--- config.mk ---
export PLATFORM = sky130hd
export DESIGN_NAME = cfg_serial_port
export DESIGN_NICKNAME = d
export VERILOG_FILES = /design/src/rtl/cfg_port_pkg.sv /design/src/rtl/cfg_sync.sv /design/src/rtl/cfg_shifter.sv /design/src/rtl/cfg_fsm.sv /design/src/rtl/cfg_bank.sv /design/src/rtl/cfg_serial_port.sv
export SDC_FILE = /design/constraint.sdc
export NUM_CORES = 1
export LEC_CHECK = 0
export ABC_AREA = 1
export CAP_MARGIN = 20
export CELL_PAD_IN_SITES_DETAIL_PLACEMENT = 1
export CELL_PAD_IN_SITES_GLOBAL_PLACEMENT = 2
export CORE_AREA = 2 2 79 138
export DETAILED_ROUTE_END_ITERATION = 8
export DIE_AREA = 0 0 81 140
export GPL_ROUTABILITY_DRIVEN = 0
export PLACE_DENSITY = 0.81
export SLEW_MARGIN = 20
export SYNTH_ARGS = -nofsm -noshare
export SYNTH_HDL_FRONTEND = slang
export SYNTH_SLANG_ARGS = --single-unit
--- constraint.sdc ---
create_clock -name clk -period 1.5 [get_ports clk]
set_clock_uncertainty 0.05 [all_clocks]
set_input_delay 0.3 -clock clk [delete_from_list [all_inputs] [get_ports clk]]
set_output_delay 0.3 -clock clk [all_outputs]
set_load 0.02 [all_outputs]
--- src/rtl/cfg_port_pkg.sv ---
package cfg_port_pkg;
    localparam int BYTE_W       = 8;
    localparam int NUM_SIDES    = 2;
    localparam int CTRL_OFF_BIT = 0;
    localparam logic [BYTE_W-1:0] CTRL_RST = 8'h01;

    typedef enum logic [2:0] {
        S_IDLE, S_ADDR, S_CTRL, S_INSLOT, S_OUTSLOT, S_DONE, S_SKIP
    } port_state_t;

    typedef struct packed {
        logic [BYTE_W-1:0] ctrl;
        logic [BYTE_W-1:0] in_slot;
        logic [BYTE_W-1:0] out_slot;
    } side_regs_t;
endpackage

--- src/rtl/cfg_sync.sv ---
module cfg_sync #(
    parameter int W = 3,
    parameter int STAGES = 2,
    parameter logic [W-1:0] RST_VAL = '0
) (
    input  logic         clk,
    input  logic         rst_n,
    input  logic [W-1:0] d_in,
    output logic [W-1:0] q_out
);
    logic [W-1:0] stg [STAGES];

    for (genvar g = 0; g < STAGES; g++) begin : g_stage
        if (g == 0) begin : g_first
            always_ff @(posedge clk or negedge rst_n)
                if (!rst_n) stg[g] <= RST_VAL;
                else        stg[g] <= d_in;
        end else begin : g_next
            always_ff @(posedge clk or negedge rst_n)
                if (!rst_n) stg[g] <= RST_VAL;
                else        stg[g] <= stg[g-1];
        end
    end

    assign q_out = stg[STAGES-1];
endmodule

--- src/rtl/cfg_shifter.sv ---
module cfg_shifter import cfg_port_pkg::*; (
    input  logic              clk,
    input  logic              rst_n,
    input  logic              sclk_s,
    input  logic              din_s,
    input  logic              sel_n_s,
    output logic              byte_vld,
    output logic [BYTE_W-1:0] byte_q
);
    localparam int CNT_W = $clog2(BYTE_W);

    logic              sclk_d;
    logic [CNT_W-1:0]  bit_cnt;
    logic [BYTE_W-1:0] shreg;
    logic              rise;

    assign rise = sclk_s & ~sclk_d;

    always_ff @(posedge clk or negedge rst_n) begin
        if (!rst_n) begin
            sclk_d   <= 1'b0;
            bit_cnt  <= '0;
            shreg    <= '0;
            byte_vld <= 1'b0;
            byte_q   <= '0;
        end else begin
            sclk_d   <= sclk_s;
            byte_vld <= 1'b0;
            if (sel_n_s) begin
                bit_cnt <= '0;
                shreg   <= '0;
            end else if (rise) begin
                shreg <= {shreg[BYTE_W-2:0], din_s};
                if (bit_cnt == CNT_W'(BYTE_W-1)) begin
                    bit_cnt  <= '0;
                    byte_vld <= 1'b1;
                    byte_q   <= {shreg[BYTE_W-2:0], din_s};
                end else begin
                    bit_cnt <= bit_cnt + 1'b1;
                end
            end
        end
    end

    AST_DESEL_CLEARS: assert property (@(posedge clk) disable iff (!rst_n)
        sel_n_s |=> (bit_cnt == '0 && !byte_vld));
    AST_ONE_BYTE_PER_EIGHT: assert property (@(posedge clk) disable iff (!rst_n)
        byte_vld |-> bit_cnt == '0);
endmodule

--- src/rtl/cfg_fsm.sv ---
module cfg_fsm import cfg_port_pkg::*; #(
    parameter int ADDR_W = 6
) (
    input  logic              clk,
    input  logic              rst_n,
    input  logic              sel_n_s,
    input  logic              byte_vld,
    input  logic [ADDR_W-1:0] addr_fld,
    input  logic              side_fld,
    input  logic [ADDR_W-1:0] dev_addr,
    output logic              side_q,
    output logic              wr_ctrl,
    output logic              wr_in,
    output logic              wr_out
);
    port_state_t state, nxt;
    logic take;

    assign take = byte_vld & ~sel_n_s;

    always_ff @(posedge clk or negedge rst_n) begin
        if (!rst_n) begin
            state  <= S_IDLE;
            side_q <= 1'b0;
        end else begin
            state <= nxt;
            if (state == S_ADDR && take) side_q <= side_fld;
        end
    end

    always_comb begin
        nxt = state;
        if (sel_n_s) begin
            nxt = S_IDLE;
        end else begin
            unique case (state)
                S_IDLE:    nxt = S_ADDR;
                S_ADDR:    if (take) nxt = (addr_fld == dev_addr) ? S_CTRL : S_SKIP;
                S_CTRL:    if (take) nxt = S_INSLOT;
                S_INSLOT:  if (take) nxt = S_OUTSLOT;
                S_OUTSLOT: if (take) nxt = S_DONE;
                S_DONE:    nxt = S_DONE;
                S_SKIP:    nxt = S_SKIP;
                default:   nxt = S_IDLE;
            endcase
        end
    end

    always_comb begin
        wr_ctrl = 1'b0;
        wr_in   = 1'b0;
        wr_out  = 1'b0;
        if (take) begin
            case (state)
                S_CTRL:    wr_ctrl = 1'b1;
                S_INSLOT:  wr_in   = 1'b1;
                S_OUTSLOT: wr_out  = 1'b1;
                default:   ;
            endcase
        end
    end

    AST_CTRL_THEN_IN: assert property (@(posedge clk) disable iff (!rst_n)
        wr_ctrl |=> state == S_INSLOT);
    AST_SKIP_HOLDS: assert property (@(posedge clk) disable iff (!rst_n)
        (state == S_SKIP && !sel_n_s) |=> state == S_SKIP);
    AST_DONE_HOLDS: assert property (@(posedge clk) disable iff (!rst_n)
        (state == S_DONE && !sel_n_s) |=> state == S_DONE);
    AST_DESEL_IDLE: assert property (@(posedge clk) disable iff (!rst_n)
        sel_n_s |=> state == S_IDLE);
endmodule

--- src/rtl/cfg_bank.sv ---
module cfg_bank import cfg_port_pkg::*; (
    input  logic              clk,
    input  logic              rst_n,
    input  logic              wr_ctrl,
    input  logic              wr_in,
    input  logic              wr_out,
    input  logic [BYTE_W-1:0] wdata,
    output side_regs_t        regs
);
    always_ff @(posedge clk or negedge rst_n) begin
        if (!rst_n) begin
            regs.ctrl     <= CTRL_RST;
            regs.in_slot  <= '0;
            regs.out_slot <= '0;
        end else begin
            if (wr_ctrl) regs.ctrl     <= wdata;
            if (wr_in)   regs.in_slot  <= wdata;
            if (wr_out)  regs.out_slot <= wdata;
        end
    end

    AST_HOLD_WITHOUT_WRITE: assert property (@(posedge clk) disable iff (!rst_n)
        !(wr_ctrl | wr_in | wr_out) |=> $stable(regs));
endmodule

--- src/rtl/cfg_serial_port.sv ---
module cfg_serial_port import cfg_port_pkg::*; #(
    parameter int ADDR_W      = 6,
    parameter int SYNC_STAGES = 2
) (
    input  logic              clk,
    input  logic              rst_n,
    input  logic              ser_clk,
    input  logic              ser_din,
    input  logic              ser_sel_n,
    input  logic [ADDR_W-1:0] dev_addr,
    output logic [7:0]        x_ctrl,
    output logic [7:0]        x_in_slot,
    output logic [7:0]        x_out_slot,
    output logic              x_drv_en,
    output logic [7:0]        y_ctrl,
    output logic [7:0]        y_in_slot,
    output logic [7:0]        y_out_slot,
    output logic              y_drv_en
);
    localparam int SIDE_BIT = ADDR_W;

    logic [2:0]        sync_q;
    logic              sel_n_s, sclk_s, din_s;
    logic              byte_vld;
    logic [BYTE_W-1:0] byte_q;
    logic              side_q, wr_ctrl, wr_in, wr_out;
    side_regs_t        bank_q [NUM_SIDES];

    cfg_sync #(.W(3), .STAGES(SYNC_STAGES), .RST_VAL(3'b100)) u_sync (
        .clk(clk), .rst_n(rst_n),
        .d_in({ser_sel_n, ser_clk, ser_din}),
        .q_out(sync_q)
    );
    assign {sel_n_s, sclk_s, din_s} = sync_q;

    cfg_shifter u_shift (
        .clk(clk), .rst_n(rst_n), .sclk_s(sclk_s), .din_s(din_s),
        .sel_n_s(sel_n_s), .byte_vld(byte_vld), .byte_q(byte_q)
    );

    cfg_fsm #(.ADDR_W(ADDR_W)) u_fsm (
        .clk(clk), .rst_n(rst_n), .sel_n_s(sel_n_s), .byte_vld(byte_vld),
        .addr_fld(byte_q[ADDR_W-1:0]), .side_fld(byte_q[SIDE_BIT]),
        .dev_addr(dev_addr), .side_q(side_q),
        .wr_ctrl(wr_ctrl), .wr_in(wr_in), .wr_out(wr_out)
    );

    for (genvar s = 0; s < NUM_SIDES; s++) begin : g_side
        logic hit;
        assign hit = (int'(side_q) == s);
        cfg_bank u_bank (
            .clk(clk), .rst_n(rst_n),
            .wr_ctrl(wr_ctrl & hit), .wr_in(wr_in & hit), .wr_out(wr_out & hit),
            .wdata(byte_q), .regs(bank_q[s])
        );
    end

    assign x_ctrl     = bank_q[0].ctrl;
    assign x_in_slot  = bank_q[0].in_slot;
    assign x_out_slot = bank_q[0].out_slot;
    assign x_drv_en   = ~bank_q[0].ctrl[CTRL_OFF_BIT];
    assign y_ctrl     = bank_q[1].ctrl;
    assign y_in_slot  = bank_q[1].in_slot;
    assign y_out_slot = bank_q[1].out_slot;
    assign y_drv_en   = ~bank_q[1].ctrl[CTRL_OFF_BIT];

    AST_ONE_SIDE_CHANGES: assert property (@(posedge clk) disable iff (!rst_n)
        !($stable(bank_q[0]) || $stable(bank_q[1])) == 1'b0);
endmodule

==> out/qor.json <==
{
  "drv_cap": 0,
  "tightestPinTransition_ns": 0.435,
  "register_area_um2": 1960,
  "synth_fp_nets": 311,
  "grt_max_degree": 31,
  "clkSinkCount": 78,
  "postLayoutCellArea_um2": 4420,
  "internal_power_mw": 3.71,
  "timing.critical_path.required_ns": 1.68,
  "route.detailed.drc": 0,
  "r2r_slack_ns": 0.08,
  "power.density_nw_per_um2": 1080,
  "cts.clk_slew.worst_paths_ns": 0.06,
  "fin_total_pwr_mw": 4.78,
  "ir_drop_uv": 930,
  "setup_viol_count_final": 0,
  "hpwl_mm": 5.96,
  "final_core_utilization": 0.434,
  "number_of_global_route_vias_before_repair": 2449,
  "placeableCoreArea_um2": 10200,
  "worst_r2r_startpoint": "u_fsm.state[1]",
  "synth_seq_cells": 78,
  "critical_setup_path_class": "flop to flop",
  "num-fill-cells": 1147,
  "worst-r2r-cell-count": 6,
  "n_antenna_cell": 0,
  "p_comb_frac": 0.063,
  "crit-reg2reg-capture": "g_side[1].u_bank.regs[4]",
  "critical_path.startpoint": "u_fsm.state[1]",
  "netlist.area_leader.share": 0.559,
  "fp_rows": 49,
  "dominant_cell_by_count_in_the_synthesized_netlist": "dfrtp_1",
  "drt-wirelength-per-cell_um": 16.7,
  "crit_path_max_fanout": 16,
  "synth.cells.most_frequent": "dfrtp_1 (74), nand2_1 (69), o21ai_2 (45), inv_1 (27), nand2_2 (11)",
  "grt_setup_unrepaired": "true",
  "floorplan.die.width_um": 81,
  "detailed_routing_iteration_count_for_the_pre_antenna_repair_pass": 6,
  "synth_area_per_cell_um2": 11.1,
  "die_height_um": 140,
  "maxSlewHeadroom": 0.710,
  "fmaxAchievable_mhz": 703,
  "clock_power_share": 0.481,
  "yosysWarningCount": 0,
  "post_dp_cell_area_um2": 4090,
  "synth_top_cells_by_area": "dfrtp_1 (56%), o21ai_2 (12%), nand2_1 (7.8%), dfstp_2 (3.2%), nand3_4 (3.2%)",
  "total_switching_power_mw": 1.07,
  "finalCritPeriodShare": 0.949,
  "hold_violation_count_in_the_final_report": 0,
  "number_of_enable_type_register_cells_in_the_synthesized_netlist": 0,
  "clkLatencyLatePin_ns": 0.34,
  "period_minus_slack_ns": 1.42,
  "setup_total_negative_slack_ns": 0,
  "vias_per_cell": 4.59,
  "hold_ws_ns": 0.301,
  "detailroute.via_count": 2348,
  "async_reset_ff_frac": 1.00,
  "synth-seq-area-share": 0.591,
  "die_area_um2": 11300,
  "status": "finished clean",
  "floorplan.io_pins": 61,
  "h-tree-depth": 3,
  "synth.distinct_cells": 28,
  "synth_cells": 298,
  "synth_top_area_cell": "dfrtp_1",
  "cts_buffers": 9,
  "globalRoute.totalOverflow": 0,
  "number_of_drc_markers_in_iteration_0": 77,
  "ys.flop_type": "dfrtp_1",
  "io_buffers": 60,
  "critPathLaunchType": "flop",
  "post_route_cells_drive_above_1_share": 0.318,
  "ant_nets": 0,
  "cts_tree": "done",
  "grt_first_pass_wirelength_mm": 13.3,
  "clock_tree.root_cell": "clkbuf_16",
  "starting_density_of_the_core": 0.326,
  "cts_max_path_buffers": 2,
  "syn_area_um2": 3310,
  "synthToLayoutAreaGrowth_pct": 33.3,
  "area_occupied_by_multi_input_gates_um2": 1160,
  "antenna_found_initial": 0,
  "report.final.slew_viol_count": 0,
  "crit_path_end": "g_side[1].u_bank.regs[4]",
  "power_frac_seq": 0.457,
  "grt_usage": 0.163,
  "num-nets-final": 392,
  "hold_path_class": "flop to flop",
  "cellLeakagePower_nw": 2.22,
  "finalWirelength_mm": 8.55,
  "worst_hold_startpoint": "u_sync.stg[3]",
  "switching_share": 0.223,
  "critical_path_arrival_ns": 1.60,
  "critical_path_end_type": "flop"
}
## layout by cell type (no fill, tap or decap), drive strengths merged, types with 2 or more instances in the layout
cell	count
dlygate4sd2	46
dfstp	4
a22oi	6
nand3	13
nor2	10
clkdlybuf4s50	9
a22o	2
clkbuf	14
ha	2
clkinv	2
inv	33
nand2	80
dfrtp	74
a21oi	2
o21ai	58
buf	20
## critical path: stages, from the launching register on
cell and delay, ns:
dfrtp_1 0.42, inv_2 0.09, nand3_1 0.15, inv_4 0.15
nand3_4 0.23, nand2_1 0.16, o21ai_2 0.06
## per-layer routing
layer / part of all wire / wire [um] / GRT usage / up-vias
met4: 0.045 / 387 / 0.103 / 0
met5: 0 / 0 / 0 / -
li1: - / - / - / 1145
met3: 0.025 / 210 / 0.0335 / 19
met1: 0.39 / 3330 / 0.187 / 1151
met2: 0.54 / 4630 / 0.269 / 33
## worst min path at each step
stage	endpoint	cells past startpoint	slack, ns
finish	u_sync.q_out[0]	0	0.30
global route	u_sync.q_out[2]	0	0.31
CTS	u_sync.q_out[0]	0	0.30
detailed placement	g_side[1].u_bank.regs[12]	1	0.16
global placement	g_side[1].u_bank.regs[2]	1	0.16
floorplan	g_side[0].u_bank.regs[0]	0	-0.05
## area by class of cell
class / instances / area share
inverter: 35 / 0.0309
clock buffer: 14 / 0.0643
sequential: 78 / 0.443
multi-input combinational: 179 / 0.263
clock inverter: 2 / 0.00850
timing repair buffer: 76 / 0.154
tap: 127 / 0.0360
## cells by family (layout without fill, tap and decap cells)
group | count (synthesis) | in the layout | synth area share
AOI/OAI and AO/OA | 73 | 73 | 0.173
buffers and inverters | 42 | 127 | 0.0665
and+or+nand+nor | 103 | 104 | 0.162
adders and majority gates | 2 | 2 | 0.00755
DFF | 78 | 78 | 0.591
## timing repair
action / in CTS / in global routing
gates resized for setup: 60 / 10
buffers inserted: 0 / 2
hold buffers: 1 / 0
cloned: 0 / 1
pin swaps: 0 / 3
setup endpoints to repair: 50 / 35
hold endpoints to repair: 15 / 0
## registers in the layout, indices dropped and copies added (netlist names)
register and cells:
u_shift.bit_cnt 3, g_side.u_bank.regs 48, u_sync.q_out 3, u_fsm.state 3, u_shift.sclk_d 1, u_shift.shreg 7, u_fsm.side_q 1, u_shift.byte_q 8
u_sync.stg 3, u_shift.byte_vld 1
## through the flow
stage | std cells | setup slack, ns
floorplan | 298 | 0.174
global placement | 491 | 0.0331
detailed placement | 491 | 0.0322
CTS | 508 | 0.00325
global route | 511 | -0.0262
finish | 511 | 0.0770
## power by group through the flow
stage | Clock [mW] | Combinational, mW | Sequential [mW]
2_1_floorplan | 0 | 0.171 | 2.21
3_3_place_gp | 0 | 0.283 | 2.22
3_5_place_dp | 0 | 0.296 | 2.22
4_1_cts | 2.35 | 0.302 | 2.18
5_1_grt | 2.44 | 0.337 | 2.19
6_report | 2.30 | 0.299 | 2.18
(Power assumes the default switching activity.)
